--- src/rtl/fcs_pkg.sv ---
package fcs_pkg;

    localparam int CNT_W   = 16;
    localparam int NUM_STB = 4;

    typedef enum logic [3:0] {
        ST_IDLE,
        ST_FL1,
        ST_GAPA,
        ST_FL2,
        ST_SETTLE,
        ST_FL3,
        ST_GAPB,
        ST_FL4,
        ST_LOAD,
        ST_SETUP,
        ST_DAV
    } seq_state_e;

    typedef struct packed {
        seq_state_e         state;
        logic [CNT_W-1:0]   cnt;
    } ctrl_regs_t;

    typedef struct packed {
        logic [CNT_W-1:0]   win;
        logic               ovl;
        logic               werr;
    } guard_regs_t;

    function automatic seq_state_e strobe_state(input int idx);
        case (idx)
            0:       strobe_state = ST_FL1;
            1:       strobe_state = ST_FL2;
            2:       strobe_state = ST_FL3;
            default: strobe_state = ST_FL4;
        endcase
    endfunction

endpackage

--- src/rtl/fcs_edge.sv ---
module fcs_edge (
    input  logic clk,
    input  logic rst_n,
    input  logic enc_i,
    output logic rise_o,
    output logic fall_o
);
    logic enc_d, enc_q;

    always_comb begin
        enc_d = enc_i;
    end

    always_ff @(posedge clk or negedge rst_n) begin
        if (!rst_n) enc_q <= 1'b0;
        else        enc_q <= enc_d;
    end

    assign rise_o = enc_i & ~enc_q;
    assign fall_o = ~enc_i & enc_q;
endmodule

--- src/rtl/fcs_ctrl.sv ---
module fcs_ctrl
    import fcs_pkg::*;
#(
    parameter int GAP_A   = 2,
    parameter int SETTLE  = 8,
    parameter int GAP_B   = 2,
    parameter int DAV_CYC = 10
) (
    input  logic               clk,
    input  logic               rst_n,
    input  logic               rise_i,
    output logic               busy_o,
    output logic [NUM_STB-1:0] strobe_o,
    output logic               load_o,
    output logic               dav_o
);
    localparam logic [CNT_W-1:0] GA_LD = CNT_W'(GAP_A - 1);
    localparam logic [CNT_W-1:0] ST_LD = CNT_W'(SETTLE - 1);
    localparam logic [CNT_W-1:0] GB_LD = CNT_W'(GAP_B - 1);
    localparam logic [CNT_W-1:0] DV_LD = CNT_W'(DAV_CYC - 1);

    ctrl_regs_t r_d, r_q;
    logic       cnt_done;

    assign cnt_done = (r_q.cnt == '0);

    always_comb begin
        r_d = r_q;
        if (!cnt_done) r_d.cnt = r_q.cnt - 1'b1;
        case (r_q.state)
            ST_IDLE:   if (rise_i) r_d.state = ST_FL1;
            ST_FL1:    begin r_d.state = ST_GAPA;   r_d.cnt = GA_LD; end
            ST_GAPA:   if (cnt_done) r_d.state = ST_FL2;
            ST_FL2:    begin r_d.state = ST_SETTLE; r_d.cnt = ST_LD; end
            ST_SETTLE: if (cnt_done) r_d.state = ST_FL3;
            ST_FL3:    begin r_d.state = ST_GAPB;   r_d.cnt = GB_LD; end
            ST_GAPB:   if (cnt_done) r_d.state = ST_FL4;
            ST_FL4:    r_d.state = ST_LOAD;
            ST_LOAD:   r_d.state = ST_SETUP;
            ST_SETUP:  begin r_d.state = ST_DAV;    r_d.cnt = DV_LD; end
            ST_DAV:    if (cnt_done) r_d.state = ST_IDLE;
            default:   r_d.state = ST_IDLE;
        endcase
    end

    always_ff @(posedge clk or negedge rst_n) begin
        if (!rst_n) begin
            r_q.state <= ST_IDLE;
            r_q.cnt   <= '0;
        end else begin
            r_q <= r_d;
        end
    end

    for (genvar i = 0; i < NUM_STB; i++) begin : g_stb
        assign strobe_o[i] = (r_q.state == strobe_state(i));
    end

    assign busy_o = (r_q.state != ST_IDLE);
    assign load_o = (r_q.state == ST_LOAD);
    assign dav_o  = (r_q.state == ST_DAV);


    first_from_rise_chk: assert property (@(posedge clk) disable iff (!rst_n)
        strobe_o[0] |-> $past(rise_i));

    one_active_chk: assert property (@(posedge clk) disable iff (!rst_n)
        $onehot0({strobe_o, load_o, dav_o}));

    fine_then_load_chk: assert property (@(posedge clk) disable iff (!rst_n)
        strobe_o[NUM_STB-1] |=> load_o);

    dav_after_setup_chk: assert property (@(posedge clk) disable iff (!rst_n)
        $rose(dav_o) |-> $past(load_o, 2));
endmodule

--- src/rtl/fcs_guard.sv ---
module fcs_guard
    import fcs_pkg::*;
#(
    parameter int WIN = 3
) (
    input  logic clk,
    input  logic rst_n,
    input  logic rise_i,
    input  logic fall_i,
    input  logic busy_i,
    output logic overlap_o,
    output logic width_err_o
);
    localparam logic [CNT_W-1:0] WIN_LD = CNT_W'(WIN);

    guard_regs_t g_d, g_q;

    always_comb begin
        g_d      = g_q;
        g_d.ovl  = rise_i & busy_i;
        g_d.werr = fall_i & busy_i & (g_q.win == '0);
        if (rise_i && !busy_i)  g_d.win = WIN_LD;
        else if (g_q.win != '0) g_d.win = g_q.win - 1'b1;
    end

    always_ff @(posedge clk or negedge rst_n) begin
        if (!rst_n) begin
            g_q.win  <= '0;
            g_q.ovl  <= 1'b0;
            g_q.werr <= 1'b0;
        end else begin
            g_q <= g_d;
        end
    end

    assign overlap_o   = g_q.ovl;
    assign width_err_o = g_q.werr;


    overlap_busy_chk: assert property (@(posedge clk) disable iff (!rst_n)
        overlap_o |-> $past(busy_i));

    werr_on_fall_chk: assert property (@(posedge clk) disable iff (!rst_n)
        width_err_o |-> ($past(fall_i) && $past(busy_i)));
endmodule

--- src/rtl/fcs_result.sv ---
module fcs_result #(
    parameter int DW = 12
) (
    input  logic          clk,
    input  logic          rst_n,
    input  logic          load_i,
    input  logic          dav_i,
    input  logic [DW-1:0] data_i,
    input  logic          otr_i,
    output logic [DW-1:0] data_o,
    output logic          otr_o
);
    logic [DW-1:0] data_d, data_q;
    logic          otr_d, otr_q;

    always_comb begin
        data_d = data_q;
        otr_d  = otr_q;
        if (load_i) begin
            data_d = data_i;
            otr_d  = otr_i;
        end
    end

    always_ff @(posedge clk or negedge rst_n) begin
        if (!rst_n) begin
            data_q <= '0;
            otr_q  <= 1'b0;
        end else begin
            data_q <= data_d;
            otr_q  <= otr_d;
        end
    end

    assign data_o = data_q;
    assign otr_o  = otr_q;


    hold_during_dav_chk: assert property (@(posedge clk) disable iff (!rst_n)
        (dav_i && $past(dav_i)) |-> ($stable(data_q) && $stable(otr_q)));
endmodule

--- src/rtl/flash_conv_seq.sv ---
module flash_conv_seq
    import fcs_pkg::*;
#(
    parameter int DW      = 12,
    parameter int WIN     = 3,
    parameter int GAP_A   = 2,
    parameter int SETTLE  = 8,
    parameter int GAP_B   = 2,
    parameter int DAV_CYC = 10
) (
    input  logic               clk,
    input  logic               rst_n,
    input  logic               encode_i,
    input  logic [DW-1:0]      conv_data_i,
    input  logic               conv_otr_i,
    output logic [NUM_STB-1:0] strobe_o,
    output logic               load_o,
    output logic               dav_o,
    output logic [DW-1:0]      data_o,
    output logic               otr_o,
    output logic               overlap_o,
    output logic               width_err_o
);
    logic rise, fall, busy;

    fcs_edge u_edge (
        .clk    (clk),
        .rst_n  (rst_n),
        .enc_i  (encode_i),
        .rise_o (rise),
        .fall_o (fall)
    );

    fcs_ctrl #(
        .GAP_A   (GAP_A),
        .SETTLE  (SETTLE),
        .GAP_B   (GAP_B),
        .DAV_CYC (DAV_CYC)
    ) u_ctrl (
        .clk      (clk),
        .rst_n    (rst_n),
        .rise_i   (rise),
        .busy_o   (busy),
        .strobe_o (strobe_o),
        .load_o   (load_o),
        .dav_o    (dav_o)
    );

    fcs_guard #(
        .WIN (WIN)
    ) u_guard (
        .clk         (clk),
        .rst_n       (rst_n),
        .rise_i      (rise),
        .fall_i      (fall),
        .busy_i      (busy),
        .overlap_o   (overlap_o),
        .width_err_o (width_err_o)
    );

    fcs_result #(
        .DW (DW)
    ) u_result (
        .clk    (clk),
        .rst_n  (rst_n),
        .load_i (load_o),
        .dav_i  (dav_o),
        .data_i (conv_data_i),
        .otr_i  (conv_otr_i),
        .data_o (data_o),
        .otr_o  (otr_o)
    );
endmodule

--- config.mk ---
export PLATFORM = sky130hd
export DESIGN_NAME = flash_conv_seq
export DESIGN_NICKNAME = d
export VERILOG_FILES = /design/src/rtl/fcs_pkg.sv /design/src/rtl/fcs_edge.sv /design/src/rtl/fcs_ctrl.sv /design/src/rtl/fcs_guard.sv /design/src/rtl/fcs_result.sv /design/src/rtl/flash_conv_seq.sv
export SDC_FILE = /design/constraint.sdc
export NUM_CORES = 1
export LEC_CHECK = 0
export ABC_AREA = 0
export BUFFER_PORTS_ARGS = -buffer_cell sky130_fd_sc_hd__buf_4
export CAP_MARGIN = 20
export CORE_ASPECT_RATIO = 1.25
export CORE_MARGIN = 4
export CORE_UTILIZATION = 52
export DETAILED_ROUTE_END_ITERATION = 6
export PLACE_DENSITY = 0.85
export SLEW_MARGIN = 20
export SYNTH_ARGS = -nofsm -noshare
export SYNTH_HDL_FRONTEND = slang
export SYNTH_HIERARCHICAL = 1
export SYNTH_SLANG_ARGS = --single-unit
--- constraint.sdc ---
create_clock -name clk -period 2.35 [get_ports clk]
set_clock_uncertainty 0.15 [all_clocks]
set_input_delay 0.3525 -clock clk [delete_from_list [all_inputs] [get_ports clk]]
set_output_delay 0.3525 -clock clk [all_outputs]
set_load 0.01 [all_outputs]
* After elaboration in Yosys (flattened, before gate mapping) *
Index checks and enable logic that the tools add are counted.

operators by class
  add/subtract/negate cells = 2
  equal/unequal tests = 16
  muxes and demuxes = 10
  bitwise logic cells = 7
  reduce and logical (&&, ||, !) cells = 10

operators by type and width
  kind                                                number
  2-to-1 mux 16 bit                                   3
  one-hot mux 16 bit (3 select lines)                 1
  one-hot mux 4 bit (11 select lines)                 1
  logical NOT 16 bit                                  2
  subtractor 16 x 1 -> 16 bit, second input constant  2
  2-to-1 mux 4 bit                                    5
  == test 4 x 3 -> 1 bit, second input constant       4
  nonzero test 16 bit                                 1
  == test 4 bit, second input constant                3
  != test 2 x 1 -> 1 bit, second input constant       5
  == test 4 x 2 -> 1 bit, second input constant       2
  bitwise AND 1 bit                                   5
  AND reduction 5 bit                                 1
  == test 4 x 1 -> 1 bit, second input constant       1
  logical NOT 4 bit                                   1
  != test 4 bit, second input constant                1
  nonzero test 4 bit                                  1
  inverter 1 bit                                      2
  nonzero test 2 bit                                  1
  OR reduction 2 bit                                  1
  logical AND 1 bit                                   1
  logical NOT 1 bit                                   1

storage, ports and cells
  register bits = 52
  bits of input ports = 16
  output and inout bits = 21
  word-level logic and storage cells = 53

* Depth between registers and ports, before layout *
Gate-level depths: netlist of run 1.

  depth in word-level cells = 4
  mapped depth = 7
  mapped depth without buffers = 6

* Cells and area by module *
Netlist of run 1, hierarchy kept.

modules (own cells, without submodules)
  module      times used  cells each  area an instance (µm²)  sequential area each (µm²)
  fcs_ctrl    1           137         1181.1                  500.5
  fcs_guard   1           103         1018.5                  450.4
  fcs_result  1           27          520.5                   325.3
  fcs_edge    1           3           40.0                    25.0

* Worst setup path before layout of run 1 *
OpenSTA, ideal clock, no wires.

  path kind = reg-to-reg
  from = register u_ctrl/r_q[0] in the netlist's numbering
  to = register u_ctrl/r_q[16] in the netlist's numbering
  setup time = 0.078 ns
  arrival = 2.190 ns
  required time = 2.122 ns
  setup slack = -0.068 ns
  stages on the path, launching flop included = 8
  path buffers = 1
  period minus slack after synthesis = 2.418 ns
  path through = dfrtp_1 -> inv_1 -> ha_1 -> or3b_2 -> or4_1 -> buf_2 -> or3_1 -> a21oi_1

on the way
  longest elaborated chain between the ends = 3
  elaborated cells on any way between the ends = 6
  classes of those cells = eq/ne (4); reduce/logical (2)

RTL lines
  what                                      line            text
  from (decl)                               fcs_ctrl.sv:22  ctrl_regs_t r_d, r_q;
  from (signal assigned)                    fcs_ctrl.sv:51  r_q <= r_d;
  logical NOT 16 bit (*)                    fcs_ctrl.sv:25  assign cnt_done = (r_q.cnt == '0);
  != test 2 x 1 -> 1 bit (no source line)   -
  AND reduction 5 bit (no source line) (*)  -

Mark *: on every way between the ends. The rest lies on a longest branch, timed or not.
A chain may end at the register's enable or synchronous reset.

* Final worst setup path of run 1 *
  from = register u_ctrl/r_q[13] in the netlist's numbering
  to = register u_ctrl/r_q[16] in the netlist's numbering

Same word-level chain as after synthesis.

==> metrics, run 1 <==
status=finished clean; Inserted Clock Buffers=5; Mean Syn Cell Area=10.22 um2; R2R Setup Slk=50 ps; DR pass1 iterations=4; total track usage=19.66%; initial antenna violation count=0; Synth-to-Final Area Change=18.95%; H-tree Lvls=2; Crit Path Class=flop to flop; Clock Tree Buf Depth=2; Min-Delay Path Class=input pin to flop; post-DR wirelength/cell=15.71 um; clk slew on worst S/H paths=100 ps; total power=4.333 mW; Finished Layout Cells=380; P per Cell Area=1320 nW/um2; Core ar.=5116 um2; vias per inst=5.900; initial core utilization=53.95%; Yosys reg bits=52; die area=6545 um2; upper clock frequency limit=0.4347 GHz; clk_lat worst skew=310 ps; Leakage Power=1.469 nW; DR DRC count=0; Max Cap Violations=0; Primary FF master, synth=dfrtp_1; Post-DP HPWL=4252 um; # diodes=0; commonest non-fill, non-tap cells in the layout=buf_4 (52), dfrtp_1 (52), nand2_1 (26); CP max FO=8; Die X=73.17 um; Total Nets Final=336; Die Height=89.46 um; post-route ant nets=0; final max-slew violation count=0; RSZ-0062 raised after global routing=no; Buffers on Ports=36; worst vdd ir=787.1 uV; via count=2,242; Yosys top cell by area=dfrtp_1; slew margin rel.=56.79%; Synthesis Warnings=6; Fin. Hold Viols=0; Hold WS=12.07 ps; TritonCTS sink count=52; WP data arrival=2390 ps; Yosys cell types=57; cells after synthesis=270; gr ovfl total=0; synthesized cell area=2760 um2; final period utilization=97.90%; Seq/Total Area, Yosys=47.14%; proportion of layout cells with a drive suffix above 1=27.99%; Crit path required time=2440 ps; cells taking the most area after synthesis=dfrtp_1 (47%), mux2_4 (5.4%), or4_1 (4.6%); Starting DRT DRC Count=108; Post-Syn Nets=289; row count=29; TNS Setup=0 ps; Tmin final=2301 ps; Routability Congestion=0.8319; first-pass GRT wire length=10,110 um; setup violators final=0; Clk Tree Root Cell=clkbuf_8; placed cells=371; Async SR Flop Fraction=100.0%; Post-synth EDFFs=0; number of global-route vias before repair=2,205; fill cell count=388; routed wire length=5970 um; startpoint types=flop; Ports=37; CTS tree=yes; CP endpoint kind=flop; Yosys top cell area share=47.14%; slew at the pin with the worst max-slew slack=648.2 ps; largest net degree at the start of global routing=53
critical path, stage by stage, from the launching register on:
cell and delay [ps]:
dfrtp_1 410, or4_1 590, or4_4 630, or3_1 340
a21oi_1 120
metrics by stage:
| step | util, % | setup WS (ps) | cell area (um2) |
|---|---|---|---|
| 2_1_floorplan | - | 32.47 | 2779 |
| 3_3_place_gp | 62.14 | 110.3 | 3179 |
| 3_5_place_dp | 62.14 | 24.41 | 3179 |
| 4_1_cts | 64.10 | 2.176 | 3279 |
| 5_1_grt | 64.17 | 1.039 | 3283 |
| 6_report | 64.17 | 49.38 | 3283 |
Yosys cell counts (3+ instances only):
library cell   n
dfrtp_1       52
nand2_1       26
nor2_1        25
or4_1         17
a21oi_1       16
mux2_4        10
clkbuf_1       8
inv_1          7
o21ai_0        7
nor3_1         6
nor4_1         6
or3_1          6
xnor2_1        6
nand2b_1       5
nand3_1        5
o31ai_1        5
mux2_2         4
buf_2          3
ha_1           3
nor3b_1        3
o211ai_1       3
o21ai_1        3
cell families after synthesis:
family	Yosys count	share of synthesized area, %
fa+ha+maj	4	1.723
flops	52	47.14
mux	15	7.434
simple gates	119	24.98
buf+inv	20	3.128
compound gates	52	13.06
xor+xnor	8	2.539
per-layer routing:
layer / share of wire, % / wire length [um] / GRT usage (%) / up-vias
met5: 0 / 0 / 0 / -
met4: 2.3 / 139 / 8.054 / 0
met3: 5.5 / 328 / 3.600 / 12
met2: 51 / 3066 / 34.66 / 65
met1: 41 / 2436 / 23.43 / 1080
li1: - / - / - / 1085
cell type report:
class	instances	area (um2)	area share (%)
inverter	7	26.28	0.8003
clock buffer	5	68.82	2.096
multi-input combinational	198	1388	42.26
tap	62	77.57	2.363
timing repair buffer	53	400.4	12.20
clock inverter	3	21.27	0.6479
sequential	52	1301	39.63
where the power goes:
part | switching, mW | internal, mW
clock | 0.301 | 0.212
combinational | 1.07 | 1.07
sequential | 0.404 | 1.28
total | 1.77 | 2.56
what timing repair did:
| item | in CTS | in global routing |
|---|---|---|
| gates resized for setup | 0 | 1 |
| endpoints found under the setup margin | 0 | 5 |
| hold endpoints to repair | 52 | 0 |
| setup buffers | 0 | 0 |
| hold buffers | 1 | 0 |
sequential cells by signal, summed over array words and instances (netlist names):
name,cells
u_guard/g_q,16
u_edge/enc_q,1
u_guard/width_err_o,1
u_result/otr_o,1
u_guard/overlap_o,1
u_ctrl/r_q,20
u_result/data_o,12
final timing paths:
path / from / end / cells past startpoint
min in group asynchronous: rst_n / u_guard/g_q[8] / 2
max: u_ctrl/r_q[13] / u_ctrl/r_q[16] / 4
max reg2reg: u_ctrl/r_q[13] / u_ctrl/r_q[16] / 4
min: encode_i / u_edge/enc_q / 1
max in group asynchronous: rst_n / u_ctrl/r_q[4] / 2
min reg2reg: u_result/otr_o / u_result/otr_o / 1
No activity file was read; power rests on OpenSTA's default activity.
==> inputs of run 2 (changes only) <==
--- a/config.mk
+++ b/config.mk
@@ -10,11 +10,10 @@
 export CAP_MARGIN = 20
 export CORE_ASPECT_RATIO = 1.25
 export CORE_MARGIN = 4
-export CORE_UTILIZATION = 52
+export CORE_UTILIZATION = 51
 export DETAILED_ROUTE_END_ITERATION = 6
-export PLACE_DENSITY = 0.85
+export PLACE_DENSITY = 0.84
 export SLEW_MARGIN = 20
 export SYNTH_ARGS = -nofsm -noshare
 export SYNTH_HDL_FRONTEND = slang
-export SYNTH_HIERARCHICAL = 1
 export SYNTH_SLANG_ARGS = --single-unit
==> metrics, run 2 <==
post-route ant nets=0; WHS Endpoint=u_edge.enc_q; Max Cap Violations=0; Hold Path Depth=1; slew margin rel.=57.13%; CP most frequent cell=or4_1; Core ar.=5080 um2; reg-to-reg critical path endpoint=u_ctrl.r_q[9]; Synthesis Warnings=0; number of global-route vias before repair=2,266; worst hold start=encode_i; Buf+Inv Stages, Crit Path=1; post-DR wirelength/cell=15.71 um; DR pass1 iterations=4; R2R Setup Slk=40 ps; Hold WS=19.00 ps; most instantiated library cell after synthesis=dfrtp_1; die area=6462 um2; final max-slew violation count=0; clk_lat worst skew=310 ps; proportion of layout cells with a drive suffix above 1=29.60%; routed wire length=6017 um; first-pass GRT wire length=9846 um; final period utilization=98.22%; Yosys top cell by area=dfrtp_1; total power=4.230 mW; commonest non-fill, non-tap cell in the layout=buf_4; combinational power share=47.5%; total track usage=19.37%; startpoint types=flop; Mean Syn Cell Area=9.958 um2; TritonCTS sink count=52; Yosys top cell area share=48.76%; Post-Syn Nets=286; # diodes=0; Fin. Hold Viols=0; P per Cell Area=1288 nW/um2; H-tree Lvls=2; CTS tree=yes; WP data arrival=2390 ps; status=finished clean; max FFs per register=20; Die X=72.70 um; Async SR Flop Fraction=100.0%; slew at the pin with the worst max-slew slack=643.0 ps; top cells by count, synth=dfrtp_1 (52), a21oi_1 (22), nand2_1 (19), nor2_1 (19); CP max FO=5; Total Nets Final=338; DR DRC count=0; Die Height=88.88 um; fill cell count=406; commonest non-fill, non-tap cells in the layout=buf_4 (58), dfrtp_1 (52), a21oi_1 (20); row count=29; Yosys reg bits=52; Primary FF master, synth=dfrtp_1; Finished Layout Cells=383; Reg with most FFs=u_ctrl.r_q; P_sw=1.707 mW; Power Internal=2.522 mW; sw frac=40.37%; utilization after layout=64.66%; RSZ-0062 raised after global routing=yes; gr ovfl total=0; Yosys cell types=43; largest net degree at the start of global routing=53; delay of the slowest critical-path stage=560 ps; CP endpoint kind=flop; cells taking the most area after synthesis=dfrtp_1 (49%), mux2_2 (5.5%), a21oi_1 (4.1%); Buffers on Ports=36; initial core utilization=52.54%; Seq pwr share=39.7%; Register-to-Register Path Depth=5; synthesized cell area=2669 um2; Tmin final=2308 ps; placed cells=372; vias per inst=5.924; Routability Congestion=0.8168; Clk network pwr share=12.8%; via count=2,269; worst vdd ir=838.3 uV; Clock Tree Buf Depth=2; CP delay by family, top=simple AND/OR/NAND/NOR gates; worst r2r src=u_ctrl.r_q[1]; Inserted Clock Buffers=5; CP max-delay cell=or4_1; Starting DRT DRC Count=115; Ports=37; upper clock frequency limit=0.4333 GHz; Synth-to-Final Area Change=23.07%; Crit Path Class=flop to flop; Seq/Total Area, Yosys=48.76%; initial antenna violation count=0; Crit path required time=2430 ps; Clk Tree Root Cell=clkbuf_8; cells after synthesis=268; setup violators final=0; Min-Delay Path Class=input pin to flop; Leakage Power=1.469 nW; Post-DP HPWL=4264 um; Post-synth EDFFs=0; clk slew on worst S/H paths=100 ps; CP cell instances=buf_4 > or4_1 > or3_4 > or4_1 > a21oi_1
run 2: cell count changes after synthesis, sizes merged, moves of 4 or more:
cell	before	now
a21oi	16	22
clkbuf	8	13
nor3	6	11
buf	5	1
or3	6	10
or4	18	14
mux2i	1	9
nand2	26	19
nor2	25	19
nand3	5	1
xnor2	6	2
nand2b	5	12
run 2: repair_timing:
item | CTS | global route
endpoints found under the hold margin | 52 | 0
gates resized for setup | 0 | 9
hold buffers | 1 | 0
setup endpoints to repair | 0 | 8
buffers inserted | 0 | 2
run 2: power groups by stage:
stage / clock (mW) / combinational, mW / sequential [mW]
after global routing: 0.584 / 2.24 / 1.74
after global placement: 0 / 1.86 / 1.64
after floorplan: 0 / 1.28 / 1.60
after CTS: 0.554 / 1.94 / 1.66
final: 0.542 / 2.01 / 1.68
after detailed placement: 0 / 1.93 / 1.68
run 2: worst max-delay path by stage:
stage                   from              to  slack, ps  cells after the start
2_1_floorplan  u_ctrl.r_q[1]  u_ctrl.r_q[16]         20                      7
3_3_place_gp   u_ctrl.r_q[1]   u_ctrl.r_q[3]         90                      7
3_5_place_dp   u_ctrl.r_q[1]  u_ctrl.r_q[16]         40                      6
4_1_cts        u_ctrl.r_q[1]   u_ctrl.r_q[3]         20                      7
5_1_grt        u_ctrl.r_q[1]   u_ctrl.r_q[9]        -50                      5
6_report       u_ctrl.r_q[1]   u_ctrl.r_q[9]         40                      5
run 2: kinds of logic after synthesis:
logic type	count (synthesis)	share of synthesized area, %
AND/OR/NAND/NOR	114	24.38
buffers and inverters	20	2.860
XOR/XNOR	4	1.313
adder cells (fa/ha/maj)	3	1.313
multiplexers	22	8.861
AO/OA/AOI/OAI	53	12.52
flip-flops	52	48.76
run 2: layout make-up:
class / count / area, um2 / area share [%]
Timing Repair Buffer: 59 / 445.4 / 13.56
Inverter: 6 / 22.52 / 0.6857
Clock inverter: 2 / 13.76 / 0.4190
Multi-Input combinational cell: 196 / 1341 / 40.84
Clock buffer: 6 / 82.58 / 2.514
Tap cell: 62 / 77.57 / 2.362
Sequential cell: 52 / 1301 / 39.62
run 2: through the flow:
step	setup TNS (ps)	setup slack (ps)	area, um2
after floorplan	0	15.25	2685
after global placement	0	89.77	3128
after global routing	-112.0	-45.93	3284
final	0	41.92	3284
after detailed placement	0	38.61	3128
after CTS	0	22.89	3234
run 2: routing by layer:
layer	part of all wire, %	vias to the layer above	wire (um)	global-route usage, %
li1	-	1097	-	-
met1	40	1106	2406	23.02
met2	54	55	3247	33.83
met3	4.3	11	260	4.432
met4	1.7	0	102	7.550
met5	0	-	0	0
run 2: worst reg2reg max path: cells and delay by family, from the launching register on:
kind,cells,cell delay (ps)
simple gates,3,1350
compound gates,1,170
buf+inv,1,150
flops,1,410
